[config.mk]
export PLATFORM = sky130hd
export DESIGN_NAME = sd_spi_init_seq
export DESIGN_NICKNAME = d
export VERILOG_FILES = /design/src/rtl/sdi_pkg.sv /design/src/rtl/sdi_clkdiv.sv /design/src/rtl/sdi_crc7.sv /design/src/rtl/sdi_spi_byte.sv /design/src/rtl/sd_spi_init_seq.sv
export SDC_FILE = /design/constraint.sdc
export NUM_CORES = 1
export LEC_CHECK = 0
export BUFFER_PORTS_ARGS = -buffer_cell sky130_fd_sc_hd__buf_2
export CORE_ASPECT_RATIO = 1.75
export CORE_MARGIN = 1.5
export CORE_UTILIZATION = 56
export CTS_BUF_LIST = sky130_fd_sc_hd__clkbuf_16
export DETAILED_ROUTE_END_ITERATION = 8
export MAX_ROUTING_LAYER = met4
export PLACE_DENSITY = 0.83
export SYNTH_ARGS = -nofsm -noshare
export SYNTH_HDL_FRONTEND = slang
export SYNTH_HIERARCHICAL = 1
export SYNTH_SLANG_ARGS = --single-unit
[constraint.sdc]
create_clock -name clk -period 5.7 [get_ports clk]
set_input_delay 0.285 -clock clk [delete_from_list [all_inputs] [get_ports clk]]
set_output_delay 0.285 -clock clk [all_outputs]
set_load 0.01 [all_outputs]
[src/rtl/sdi_pkg.sv]
package sdi_pkg;

  typedef enum logic [2:0] {
    ST_IDLE, ST_WAIT, ST_WAKE, ST_LAUNCH, ST_CMD, ST_HUNT, ST_R7, ST_TAIL
  } sdi_state_e;

  typedef enum logic [2:0] {
    STEP_GO_IDLE, STEP_CRC_ON, STEP_IF_COND, STEP_APP, STEP_OP_COND
  } sdi_step_e;

  typedef enum logic [2:0] {
    ERR_NONE    = 3'd0,
    ERR_TIMEOUT = 3'd1,
    ERR_ILLEGAL = 3'd2,
    ERR_R7      = 3'd3,
    ERR_RETRY   = 3'd4
  } sdi_err_e;

endpackage

[src/rtl/sdi_clkdiv.sv]
module sdi_clkdiv #(
  parameter int HALF_DIV = 400
) (
  input  logic clk,
  input  logic rst_n,
  input  logic en,
  output logic tick
);
  localparam int CW = $clog2(HALF_DIV + 1);

  logic [CW-1:0] cnt_q;

  assign tick = en && (cnt_q == CW'(HALF_DIV - 1));

  always_ff @(posedge clk or negedge rst_n) begin
    if (!rst_n)      cnt_q <= '0;
    else if (!en)    cnt_q <= '0;
    else if (tick)   cnt_q <= '0;
    else             cnt_q <= cnt_q + 1'b1;
  end
endmodule

[src/rtl/sdi_crc7.sv]
module sdi_crc7 #(
  parameter int MSG_W = 40
) (
  input  logic [MSG_W-1:0] msg,
  output logic [6:0]       crc
);
  always_comb begin
    logic [6:0] acc;
    logic       fb;
    acc = '0;
    for (int i = MSG_W - 1; i >= 0; i--) begin
      fb  = msg[i] ^ acc[6];
      acc = {acc[5:0], 1'b0};
      if (fb) acc = acc ^ 7'h09;
    end
    crc = acc;
  end
endmodule

[src/rtl/sdi_spi_byte.sv]
module sdi_spi_byte #(
  parameter int HALF_DIV = 400
) (
  input  logic       clk,
  input  logic       rst_n,
  input  logic       go,
  input  logic [7:0] tx,
  input  logic       miso,
  output logic       sclk,
  output logic       mosi,
  output logic       byte_done,
  output logic [7:0] rx
);
  logic       run_q, sclk_q, mosi_q, done_q;
  logic [7:0] sh_q, rx_q;
  logic [2:0] ecnt_q;
  logic       tick;

  sdi_clkdiv #(.HALF_DIV(HALF_DIV)) div_i (
    .clk(clk), .rst_n(rst_n), .en(run_q), .tick(tick)
  );

  always_ff @(posedge clk or negedge rst_n) begin
    if (!rst_n) begin
      run_q  <= 1'b0;
      sclk_q <= 1'b0;
      mosi_q <= 1'b1;
      done_q <= 1'b0;
      sh_q   <= 8'hFF;
      rx_q   <= 8'hFF;
      ecnt_q <= '0;
    end else begin
      done_q <= 1'b0;
      if (go) begin
        run_q  <= 1'b1;
        sh_q   <= tx;
        mosi_q <= tx[7];
        ecnt_q <= '0;
      end else if (run_q && tick) begin
        if (!sclk_q) begin
          sclk_q <= 1'b1;
          rx_q   <= {rx_q[6:0], miso};
        end else begin
          sclk_q <= 1'b0;
          if (ecnt_q == 3'd7) begin
            run_q  <= 1'b0;
            done_q <= 1'b1;
            mosi_q <= 1'b1;
          end else begin
            ecnt_q <= ecnt_q + 1'b1;
            sh_q   <= {sh_q[6:0], 1'b1};
            mosi_q <= sh_q[6];
          end
        end
      end
    end
  end

  assign sclk      = sclk_q;
  assign mosi      = mosi_q;
  assign byte_done = done_q;
  assign rx        = rx_q;
endmodule

[src/rtl/sd_spi_init_seq.sv]
module sd_spi_init_seq
  import sdi_pkg::*;
#(
  parameter int HALF_DIV    = 400,
  parameter int WAIT_CYCLES = 200000,
  parameter int HUNT_LIMIT  = 256,
  parameter int RETRY_LIMIT = 1000
) (
  input  logic       clk,
  input  logic       rst_n,
  input  logic       start,
  input  logic       miso,
  output logic       sclk,
  output logic       mosi,
  output logic       cs_n,
  output logic       busy,
  output logic       done,
  output logic       err,
  output logic [2:0] err_code,
  output logic       card_v2
);
  localparam int WAKE_BYTES = 10;
  localparam int CNT_MAX    = (WAIT_CYCLES > HUNT_LIMIT) ? WAIT_CYCLES : HUNT_LIMIT;
  localparam int CNT_W      = $clog2(CNT_MAX + 1);
  localparam int RTY_W      = $clog2(RETRY_LIMIT + 1);

  // reset: asynchronous assert, synchronous release
  logic [1:0] rsync_q;
  logic       rst_i_n;
  always_ff @(posedge clk or negedge rst_n) begin
    if (!rst_n) rsync_q <= 2'b00;
    else        rsync_q <= {rsync_q[0], 1'b1};
  end
  assign rst_i_n = rsync_q[1];

  sdi_state_e       state_q, state_n;
  sdi_step_e        step_q, step_n;
  sdi_err_e         fail_q, fail_n, code_q, code_n;
  logic [CNT_W-1:0] cnt_q, cnt_n;
  logic [RTY_W-1:0] rty_q, rty_n;
  logic [2:0]       bidx_q, bidx_n;
  logic [11:0]      r7_q, r7_n;
  logic             idle_q, idle_n, ill_q, ill_n;
  logic             err_q, err_n, done_q, done_n, v2_q, v2_n, cs_q, cs_n_n;

  logic             go, byte_done;
  logic [7:0]       tx, rx, frame_byte;
  logic [5:0]       cmd_idx;
  logic [31:0]      cmd_arg;
  logic [6:0]       crc;
  logic [47:0]      frame;

  always_comb begin
    unique case (step_q)
      STEP_GO_IDLE: begin cmd_idx = 6'd0;  cmd_arg = 32'h0000_0000; end
      STEP_CRC_ON:  begin cmd_idx = 6'd59; cmd_arg = 32'h0000_0001; end
      STEP_IF_COND: begin cmd_idx = 6'd8;  cmd_arg = 32'h0000_01AA; end
      STEP_APP:     begin cmd_idx = 6'd55; cmd_arg = 32'h0000_0000; end
      default:      begin cmd_idx = 6'd41; cmd_arg = 32'h4000_0000; end
    endcase
  end

  sdi_crc7 #(.MSG_W(40)) crc_i (.msg({2'b01, cmd_idx, cmd_arg}), .crc(crc));
  assign frame = {2'b01, cmd_idx, cmd_arg, crc, 1'b1};

  always_comb begin
    unique case (bidx_q)
      3'd0:    frame_byte = frame[47:40];
      3'd1:    frame_byte = frame[39:32];
      3'd2:    frame_byte = frame[31:24];
      3'd3:    frame_byte = frame[23:16];
      3'd4:    frame_byte = frame[15:8];
      3'd5:    frame_byte = frame[7:0];
      default: frame_byte = 8'hFF;
    endcase
  end

  sdi_spi_byte #(.HALF_DIV(HALF_DIV)) spi_i (
    .clk(clk), .rst_n(rst_i_n), .go(go), .tx(tx), .miso(miso),
    .sclk(sclk), .mosi(mosi), .byte_done(byte_done), .rx(rx)
  );

  always_comb begin
    state_n = state_q; step_n = step_q; fail_n = fail_q; code_n = code_q;
    cnt_n = cnt_q; rty_n = rty_q; bidx_n = bidx_q; r7_n = r7_q;
    idle_n = idle_q; ill_n = ill_q; err_n = err_q; v2_n = v2_q;
    cs_n_n = cs_q; done_n = 1'b0; go = 1'b0; tx = 8'hFF;
    unique case (state_q)
      ST_IDLE: if (start) begin
        state_n = ST_WAIT; cnt_n = '0; err_n = 1'b0; code_n = ERR_NONE;
        fail_n = ERR_NONE; rty_n = '0; step_n = STEP_GO_IDLE; v2_n = 1'b0;
      end
      ST_WAIT: begin
        if (cnt_q == CNT_W'(WAIT_CYCLES - 1)) begin
          state_n = ST_WAKE; cnt_n = '0; go = 1'b1;
        end else cnt_n = cnt_q + 1'b1;
      end
      ST_WAKE: if (byte_done) begin
        if (cnt_q == CNT_W'(WAKE_BYTES - 1)) begin
          state_n = ST_LAUNCH; cnt_n = '0; bidx_n = '0;
        end else begin
          cnt_n = cnt_q + 1'b1; go = 1'b1;
        end
      end
      ST_LAUNCH: begin
        cs_n_n = 1'b0; go = 1'b1; tx = frame_byte;
        bidx_n = bidx_q + 1'b1; state_n = ST_CMD;
      end
      ST_CMD: if (byte_done) begin
        go = 1'b1;
        if (bidx_q == 3'd6) begin
          state_n = ST_HUNT; cnt_n = '0;
        end else begin
          tx = frame_byte; bidx_n = bidx_q + 1'b1;
        end
      end
      ST_HUNT: if (byte_done) begin
        go = 1'b1;
        if (!rx[7]) begin
          idle_n = rx[0]; ill_n = rx[2]; cnt_n = '0;
          if (step_q == STEP_IF_COND) state_n = ST_R7;
          else begin state_n = ST_TAIL; cs_n_n = 1'b1; end
        end else if (cnt_q == CNT_W'(HUNT_LIMIT - 1)) begin
          fail_n = ERR_TIMEOUT; state_n = ST_TAIL; cs_n_n = 1'b1;
        end else cnt_n = cnt_q + 1'b1;
      end
      ST_R7: if (byte_done) begin
        go = 1'b1; r7_n = {r7_q[3:0], rx};
        if (cnt_q == CNT_W'(3)) begin state_n = ST_TAIL; cs_n_n = 1'b1; end
        else cnt_n = cnt_q + 1'b1;
      end
      ST_TAIL: if (byte_done) begin
        bidx_n = '0; state_n = ST_LAUNCH;
        if (fail_q != ERR_NONE) begin
          state_n = ST_IDLE; err_n = 1'b1; code_n = fail_q;
        end else if (ill_q && step_q != STEP_IF_COND) begin
          state_n = ST_IDLE; err_n = 1'b1; code_n = ERR_ILLEGAL;
        end else begin
          unique case (step_q)
            STEP_GO_IDLE: step_n = STEP_CRC_ON;
            STEP_CRC_ON:  step_n = STEP_IF_COND;
            STEP_IF_COND: begin
              step_n = STEP_APP; v2_n = !ill_q;
              if (!ill_q && r7_q != 12'h1AA) begin
                state_n = ST_IDLE; err_n = 1'b1; code_n = ERR_R7;
              end
            end
            STEP_APP:     step_n = STEP_OP_COND;
            default: begin
              if (!idle_q) begin
                state_n = ST_IDLE; done_n = 1'b1;
              end else if (rty_q == RTY_W'(RETRY_LIMIT - 1)) begin
                state_n = ST_IDLE; err_n = 1'b1; code_n = ERR_RETRY;
              end else begin
                rty_n = rty_q + 1'b1; step_n = STEP_APP;
              end
            end
          endcase
        end
      end
      default: state_n = ST_IDLE;
    endcase
  end

  always_ff @(posedge clk or negedge rst_i_n) begin
    if (!rst_i_n) begin
      state_q <= ST_IDLE; step_q <= STEP_GO_IDLE; fail_q <= ERR_NONE;
      code_q <= ERR_NONE; cnt_q <= '0; rty_q <= '0; bidx_q <= '0;
      r7_q <= '0; idle_q <= 1'b0; ill_q <= 1'b0; err_q <= 1'b0;
      done_q <= 1'b0; v2_q <= 1'b0; cs_q <= 1'b1;
    end else begin
      state_q <= state_n; step_q <= step_n; fail_q <= fail_n;
      code_q <= code_n; cnt_q <= cnt_n; rty_q <= rty_n; bidx_q <= bidx_n;
      r7_q <= r7_n; idle_q <= idle_n; ill_q <= ill_n; err_q <= err_n;
      done_q <= done_n; v2_q <= v2_n; cs_q <= cs_n_n;
    end
  end

  assign cs_n     = cs_q;
  assign busy     = (state_q != ST_IDLE);
  assign done     = done_q;
  assign err      = err_q;
  assign err_code = code_q;
  assign card_v2  = v2_q;
endmodule

== Word-level counts from Yosys, hierarchy flattened ==
Index checks and enable logic that the tools add are counted.

* Add/sub/neg operators: 5
* Equality and inequality tests: 55
* Muxes and demuxes: 165
* Bitwise operators: 77
* Reduce and logical (&&, ||, !) cells: 38

{| class="wikitable"
|+ Operator list
! cell !! count
|-
| $mux W18 || 11
|-
| $mux W4 || 38
|-
| $mux W3 || 36
|-
| $pmux W18 S6 || 1
|-
| $pmux W31 S3 || 1
|-
| $not A2 Y2 || 37
|-
| $mux W10 || 7
|-
| $pmux W8 S6 || 1
|-
| $mux W1 || 41
|-
| $xor A1 B1 Y1 || 33
|-
| $ne A2 B2 Y1 const B || 15
|-
| $mux W7 || 4
|-
| $eq A3 B3 Y1 const B || 8
|-
| $pmux W3 S2 || 4
|-
| $pmux W3 S4 || 2
|-
| $pmux W3 S8 || 1
|-
| $pmux W6 S4 || 1
|-
| $pmux W10 S2 || 1
|-
| $add A18 B1 Y18 const B || 1
|-
| $eq A18 B18 Y1 const B || 1
|-
| $eq A18 B2 Y1 const B || 1
|-
| $eq A18 B4 Y1 const B || 1
|-
| $eq A18 B8 Y1 const B || 1
|-
| $eq A3 B2 Y1 const B || 6
|-
| 42 further kinds || 87
|}

* Register bits: 94
* Bits of input ports: 4
* Output and inout bits: 10
* Logic and storage cells: 363

== Depth between registers and ports, before layout ==
* Word-level depth: 82
* Gate-level depth with buffers: 12
* Depth with buffers taken out: 11

== Cells and area by module ==
The synthesis kept the hierarchy.

{| class="wikitable"
|+ By module, submodules not included
! module !! times used !! cells each !! area an instance (um2) !! seq. area each (um2)
|-
| sd_spi_init_seq || 1 || 394 || 3658.5 || 1527.7
|-
| sdi_spi_byte || 1 || 72 || 1036.0 || 570.5
|-
| sdi_crc7 || 1 || 60 || 989.7 || 0.0
|-
| sdi_clkdiv || 1 || 48 || 484.2 || 225.2
|}

== Least setup slack after synthesis ==
Ideal clock, no wire load.

* Kind: reg-to-reg
* From: reg step_q[0]
* To: reg spi_i.sh_q[4]
* Library setup time: 82 ps
* Data arrival time: 3789 ps
* Required time: 5618 ps
* Setup slack: 1829 ps
* Stages on the path, launching flop included: 11
* Buffers on the path: 0
* Clock period less this slack: 3871 ps
* Cells stage by stage: dfrtp_1 -> nor2b_1 -> and2_2 -> xor3_2 -> xnor3_1 -> xor2_1 -> xnor3_2 -> xnor3_1 -> a211o_1 -> mux2_2 -> mux2_4

{| class="wikitable"
|+ RTL lines
! element !! RTL line !! source
|-
| start, declared || sd_spi_init_seq.sv:37 || <nowiki>sdi_step_e step_q, step_n;</nowiki>
|-
| start signal, assigned || sd_spi_init_seq.sv:172 || <nowiki>state_q <= state_n; step_q <= step_n; fail_q <= fail_n;</nowiki>
|-
| $eq A3 B2 Y1, or another cell as far along || sd_spi_init_seq.sv:54 || <nowiki>unique case (step_q)</nowiki>
|-
| $pmux W6 S4 (*) || sd_spi_init_seq.sv:54 ||
|-
| net cmd_idx[1] || sd_spi_init_seq.sv:48 || <nowiki>logic [5:0] cmd_idx;</nowiki>
|-
| $xor A1 B1 Y1 (*) || sdi_crc7.sv:12 || <nowiki>fb = msg[i] ^ acc[6];</nowiki>
|-
| $mux W4 (*) || sdi_crc7.sv:14 || <nowiki>if (fb) acc = acc ^ 7'h09;</nowiki>
|-
| $xor A1 B1 Y1 or $mux W4 (tied branches) || sdi_crc7.sv:12, sdi_crc7.sv:14 ||
|-
| $mux W4 || sdi_crc7.sv:14 ||
|-
| $xor A1 B1 Y1, or another cell as far along || sdi_crc7.sv:12 ||
|-
| [... 20 more ...] || - ||
|-
| $mux W4 (*) || sdi_crc7.sv:14 ||
|-
| net crc[3] || sd_spi_init_seq.sv:50 || <nowiki>logic [6:0] crc;</nowiki>
|-
| $pmux W8 S6 (*) || sd_spi_init_seq.sv:67 || <nowiki>unique case (bidx_q)</nowiki>
|-
| $mux W8 || sd_spi_init_seq.sv:111 || <nowiki>if (bidx_q == 3'd6) begin</nowiki>
|-
| $mux W8 || sd_spi_init_seq.sv:109 || <nowiki>ST_CMD: if (byte_done) begin</nowiki>
|-
| $pmux W8 S2 (*) || sd_spi_init_seq.sv:88 || <nowiki>unique case (state_q)</nowiki>
|-
| net tx[4] || sd_spi_init_seq.sv:47 || <nowiki>logic [7:0] tx, rx, frame_byte;</nowiki>
|-
| $mux W7 (*) || sdi_spi_byte.sv:34 || <nowiki>if (go) begin</nowiki>
|-
| end signal, assigned || sdi_spi_byte.sv:36 || <nowiki>sh_q <= tx;</nowiki>
|-
| end signal, assigned || sdi_spi_byte.sv:51 || <nowiki>sh_q <= {sh_q[6:0], 1'b1};</nowiki>
|-
| end, declared || sdi_spi_byte.sv:15 || <nowiki>logic [7:0] sh_q, rx_q;</nowiki>
|}

The timed path passes the listed nets; every way through them passes the cells marked *.
A chain may end at the register's enable or synchronous reset.

== Worst setup path in the final report ==
* From: reg step_q[2]
* To: reg spi_i.sh_q[5]

{| class="wikitable"
|+ RTL lines
! element !! RTL line
|-
| $eq A3 B2 Y1, or another cell as far along || sd_spi_init_seq.sv:54
|-
| $pmux W6 S4 (*) || sd_spi_init_seq.sv:54
|-
| net cmd_idx[1] || sd_spi_init_seq.sv:48
|-
| $xor A1 B1 Y1 (*) || sdi_crc7.sv:12
|-
| $mux W4 (*) || sdi_crc7.sv:14
|-
| $xor A1 B1 Y1 or $mux W4 (tied branches) || sdi_crc7.sv:12, sdi_crc7.sv:14
|-
| $mux W4 || sdi_crc7.sv:14
|-
| $xor A1 B1 Y1, or another cell as far along || sdi_crc7.sv:12
|-
| [... 22 more ...] || -
|-
| $mux W4 (*) || sdi_crc7.sv:14
|-
| net crc[4] || sd_spi_init_seq.sv:50
|-
| $pmux W8 S6 (*) || sd_spi_init_seq.sv:67
|-
| $mux W8 || sd_spi_init_seq.sv:111
|-
| $mux W8 || sd_spi_init_seq.sv:109
|-
| $pmux W8 S2 (*) || sd_spi_init_seq.sv:88
|-
| net tx[5] || sd_spi_init_seq.sv:47
|-
| $mux W7 (*) || sdi_spi_byte.sv:34
|}

Marks and branches as above.

==> flow_summary.ini <==
[timing]
setup_violations = 0
min_period_ps = 4260
worst_slack_ps = 1440
finalCritPeriodShare_pct = 74.8
rsz0062_at_grt = no
worst_pin_slew_ps = 938
tns_ps = 0
clock_skew_ps = 11.0
hold_viol = 0
fmax_mhz = 235
slew-limit-headroom_pct = 37.5
maxSlewViolCount = 0

[global_route]
antenna_found_initial = 0
overflow = 0
grt_max_degree = 77
grt_pass1_wl_um = 21200
grt_pass1_vias = 4580
track_usage_pct = 24.1

[clocking]
cts.sinks = 92
post_cts_resized = 0
cts_made_buffers = 9
postCtsSetupBuffers = 0
clockRootBuffer = clkbuf_16
cts_buffer_depth = 2
ctsHoldBuffers = 1
cts.htree.levels = 3
insertion_delay_ps = 350
cts_tree = built
clk_pin_slew_ps = 70

[setup_path]
cp-end-kind = register
start_kind = register
cp_max_fo = 13
worstPathCellList = nor2b_1 > and2_2 > xor3_2 > xnor3_1 > xor3_1 > xnor2_1 > xor3_1 > a221o_1 > mux2_2 > mux2_4
reg2reg_from = step_q[2]$_DFFE_PN0P_
critPathRequiredTime_ps = 5970
cp_common_cell = xor3_1
crit_start = step_q[2]$_DFFE_PN0P_
timing.critical_path.slowest_cell_delay_ps = 760
crit_slowest_cell = nor2b_1
critPathKind = reg -> reg
crit_arrival_ps = 4530

[route]
wl_met1_um = 4880
vias = 4498
drc = 0
viasPerCell = 6.03
post_drt_wl_per_cell_um = 16.4
wl_met2_um = 6850
first_pass_iters = 4
wl_met3_um = 311
detail-route-antenna-nets = 0
wirelength_um = 12200
drt_iter0_markers = 215
highest_layer = met4

[place]
place.gp.congestion = 0.839
place_inst = 729
placed_area_mm2 = 0.00640
dpl.hpwl_um = 8880
io_buffers = 13
place_ws_ps = 1400

[cells_and_area]
diodes = 0
nets = 627
drive_above_1_share_pct = 19.5
area_growth_pct = 8.54
n_fill_cell = 854
fin_area_mm2 = 0.00670
post_layout_nonfiller_instances = 746

[status]
status = completed

[floorplan]
core_area_mm2 = 0.0107
fp.dieH_um = 142
die-area_mm2 = 0.0117
start_util_pct = 57.7
row_count = 50
io_pins = 14
fp.dieW_um = 82.3

[pwr]
power.switching_mw = 0.459
p_sw_share_pct = 27.0
p_leak_nw = 3.03
peakVddDrop_uv = 217
finalPower_mw = 1.70
cellPowerDensity_mw_per_mm2 = 254
power_frac_seq_pct = 39.7
intPower_mw = 1.24
clock_power_share_pct = 33.6
p_comb_share_pct = 26.7

[yosys]
synth_flop_cell = dfrtp_1
synth_top_area_share_pct = 30.4
ys_ff_latch = 92
avgSynthCellArea_um2 = 10.7
synthDistinctLibCells = 87
synth_edf_count = 0
syn_area_mm2 = 0.00617
synthTopCellsByArea = dfrtp_1, dfstp_2, xnor3_1
yosysSeqAreaShare_pct = 37.7
synthArstFlopShare_pct = 100
synth_top_area_cell = dfrtp_1
yosys_warnings = 6
synthCells = 574

[hold_path]
worst_hold_path_type = reg -> async

[run]
maxCapViolCount = 0
-- kinds of logic after synthesis --
logic type / after synthesis / synth area share (%)
flip-flops: 92 / 37.7
AO/OA/AOI/OAI: 127 / 14.0
AND/OR/NAND/NOR: 196 / 18.1
multiplexers: 38 / 7.46
XOR/XNOR: 65 / 16.8
buffers and inverters: 41 / 3.29
other: 2 / 0.122
adder cells (fa/ha/maj): 13 / 2.60
-- stage by stage --
stage               utilization (%)  hold slack [ps]
global route                   62.6              192
finish                         62.6              173
CTS                            62.6              176
global placement               59.9             69.8
detailed placement             59.9             71.0
floorplan                         -            -10.6
-- Yosys cell counts (4+ instances only) --
master / n
dfrtp_1: 75
nor2_1: 42
o21ai_0: 37
nand2_1: 36
mux2_2: 28
xnor2_1: 23
a21oi_1: 18
dfstp_2: 17
inv_1: 17
xnor3_1: 16
o21ai_1: 15
nand3_1: 14
and3_1: 12
ha_1: 12
nor3_1: 12
nand4_1: 11
or3_1: 10
xor2_1: 10
buf_2: 9
clkbuf_1: 9
mux2_4: 9
nand2b_1: 9
nor2b_1: 7
nor3b_1: 6
o31ai_1: 6
a211o_1: 5
a22o_1: 5
xor3_1: 5
buf_6: 4
o21a_1: 4
-- cell type report --
cell class | instances | area [µm²] | share of cell area [%]
multi-input combinational | 475 | 3770 | 56.3
sequential | 92 | 2330 | 34.8
clock buffer | 9 | 225 | 3.36
tap | 130 | 163 | 2.43
timing repair buffer | 16 | 90.1 | 1.35
inverter | 17 | 63.8 | 0.953
clock inverter | 7 | 56.3 | 0.841
-- placed cells by master, fill, tap and decap left out, types with 6 or more instances in the layout --
master / Yosys / final
nor2b_1: 7 / 7
xnor2_1: 23 / 23
nor2_1: 42 / 42
or3_1: 10 / 10
nand2_1: 36 / 36
nand2b_1: 9 / 9
a21oi_1: 18 / 18
mux2_2: 28 / 28
dfstp_2: 17 / 17
o21ai_1: 15 / 16
o21ai_0: 37 / 36
nor3b_1: 6 / 6
mux2_4: 9 / 9
dfrtp_1: 75 / 74
conb_1: 2 / 36
xor2_1: 10 / 10
nor3_1: 12 / 12
inv_1: 17 / 17
ha_1: 12 / 12
nand4_1: 11 / 11
and3_1: 12 / 12
xnor3_1: 16 / 16
buf_2: 9 / 13
o31ai_1: 6 / 6
clkbuf_16: 0 / 9
nand3_1: 14 / 14
-- metal layers --
metal  up-vias  GRT usage, %
met3        14          3.15
met1      2271          26.8
met5         -             -
li1       2129             -
met2        84          42.6
met4         0          8.92
-- worst paths after layout --
kind / end / slack (ps) / cells after the start
worst max-delay path: spi_i/sh_q[5]$_DFFE_PN1P_ / 1440 / 10
worst min-delay path: spi_i/div_i/cnt_q[0]$_DFF_PN0_ / 170 / 0
worst max register to register: spi_i/sh_q[5]$_DFFE_PN1P_ / 1440 / 10
worst min register to register: spi_i/div_i/cnt_q[0]$_DFF_PN0_ / 170 / 0
max in group asynchronous: state_q[0]$_DFFE_PN0P_ / 4340 / 1
min in group clk: spi_i/rx[0]$_DFFE_PN1P_ / 180 / 2
-- critical path: cells and delay by family (launching register included) --
kind,cells,cell delay (ps)
AO/OA/AOI/OAI,1,330
multiplexers,2,520
XOR/XNOR,5,1740
flip-flops,1,520
AND/OR/NAND/NOR,2,1080
-- state kept, by name, summed over array words and instances, names as in the netlist, 2 cells and up --
register	count
bidx_q	3
cnt_q	18
err_code	3
r7_q	12
rsync_q	2
rty_q	10
spi_i/div_i/cnt_q	9
spi_i/ecnt_q	3
spi_i/rx	8
spi_i/sh_q	7
state_q	3
step_q	3
-- power by group through the flow --
| stage | Sequential, mW | Combinational (mW) | Clock, mW |
|---|---|---|---|
| after floorplan | 0.690 | 0.389 | 0 |
| after global placement | 0.687 | 0.432 | 0 |
| after detailed placement | 0.688 | 0.453 | 0 |
| after CTS | 0.675 | 0.457 | 0.585 |
| after global routing | 0.678 | 0.492 | 0.607 |
| final | 0.676 | 0.454 | 0.571 |
(Power assumes the default switching activity.)
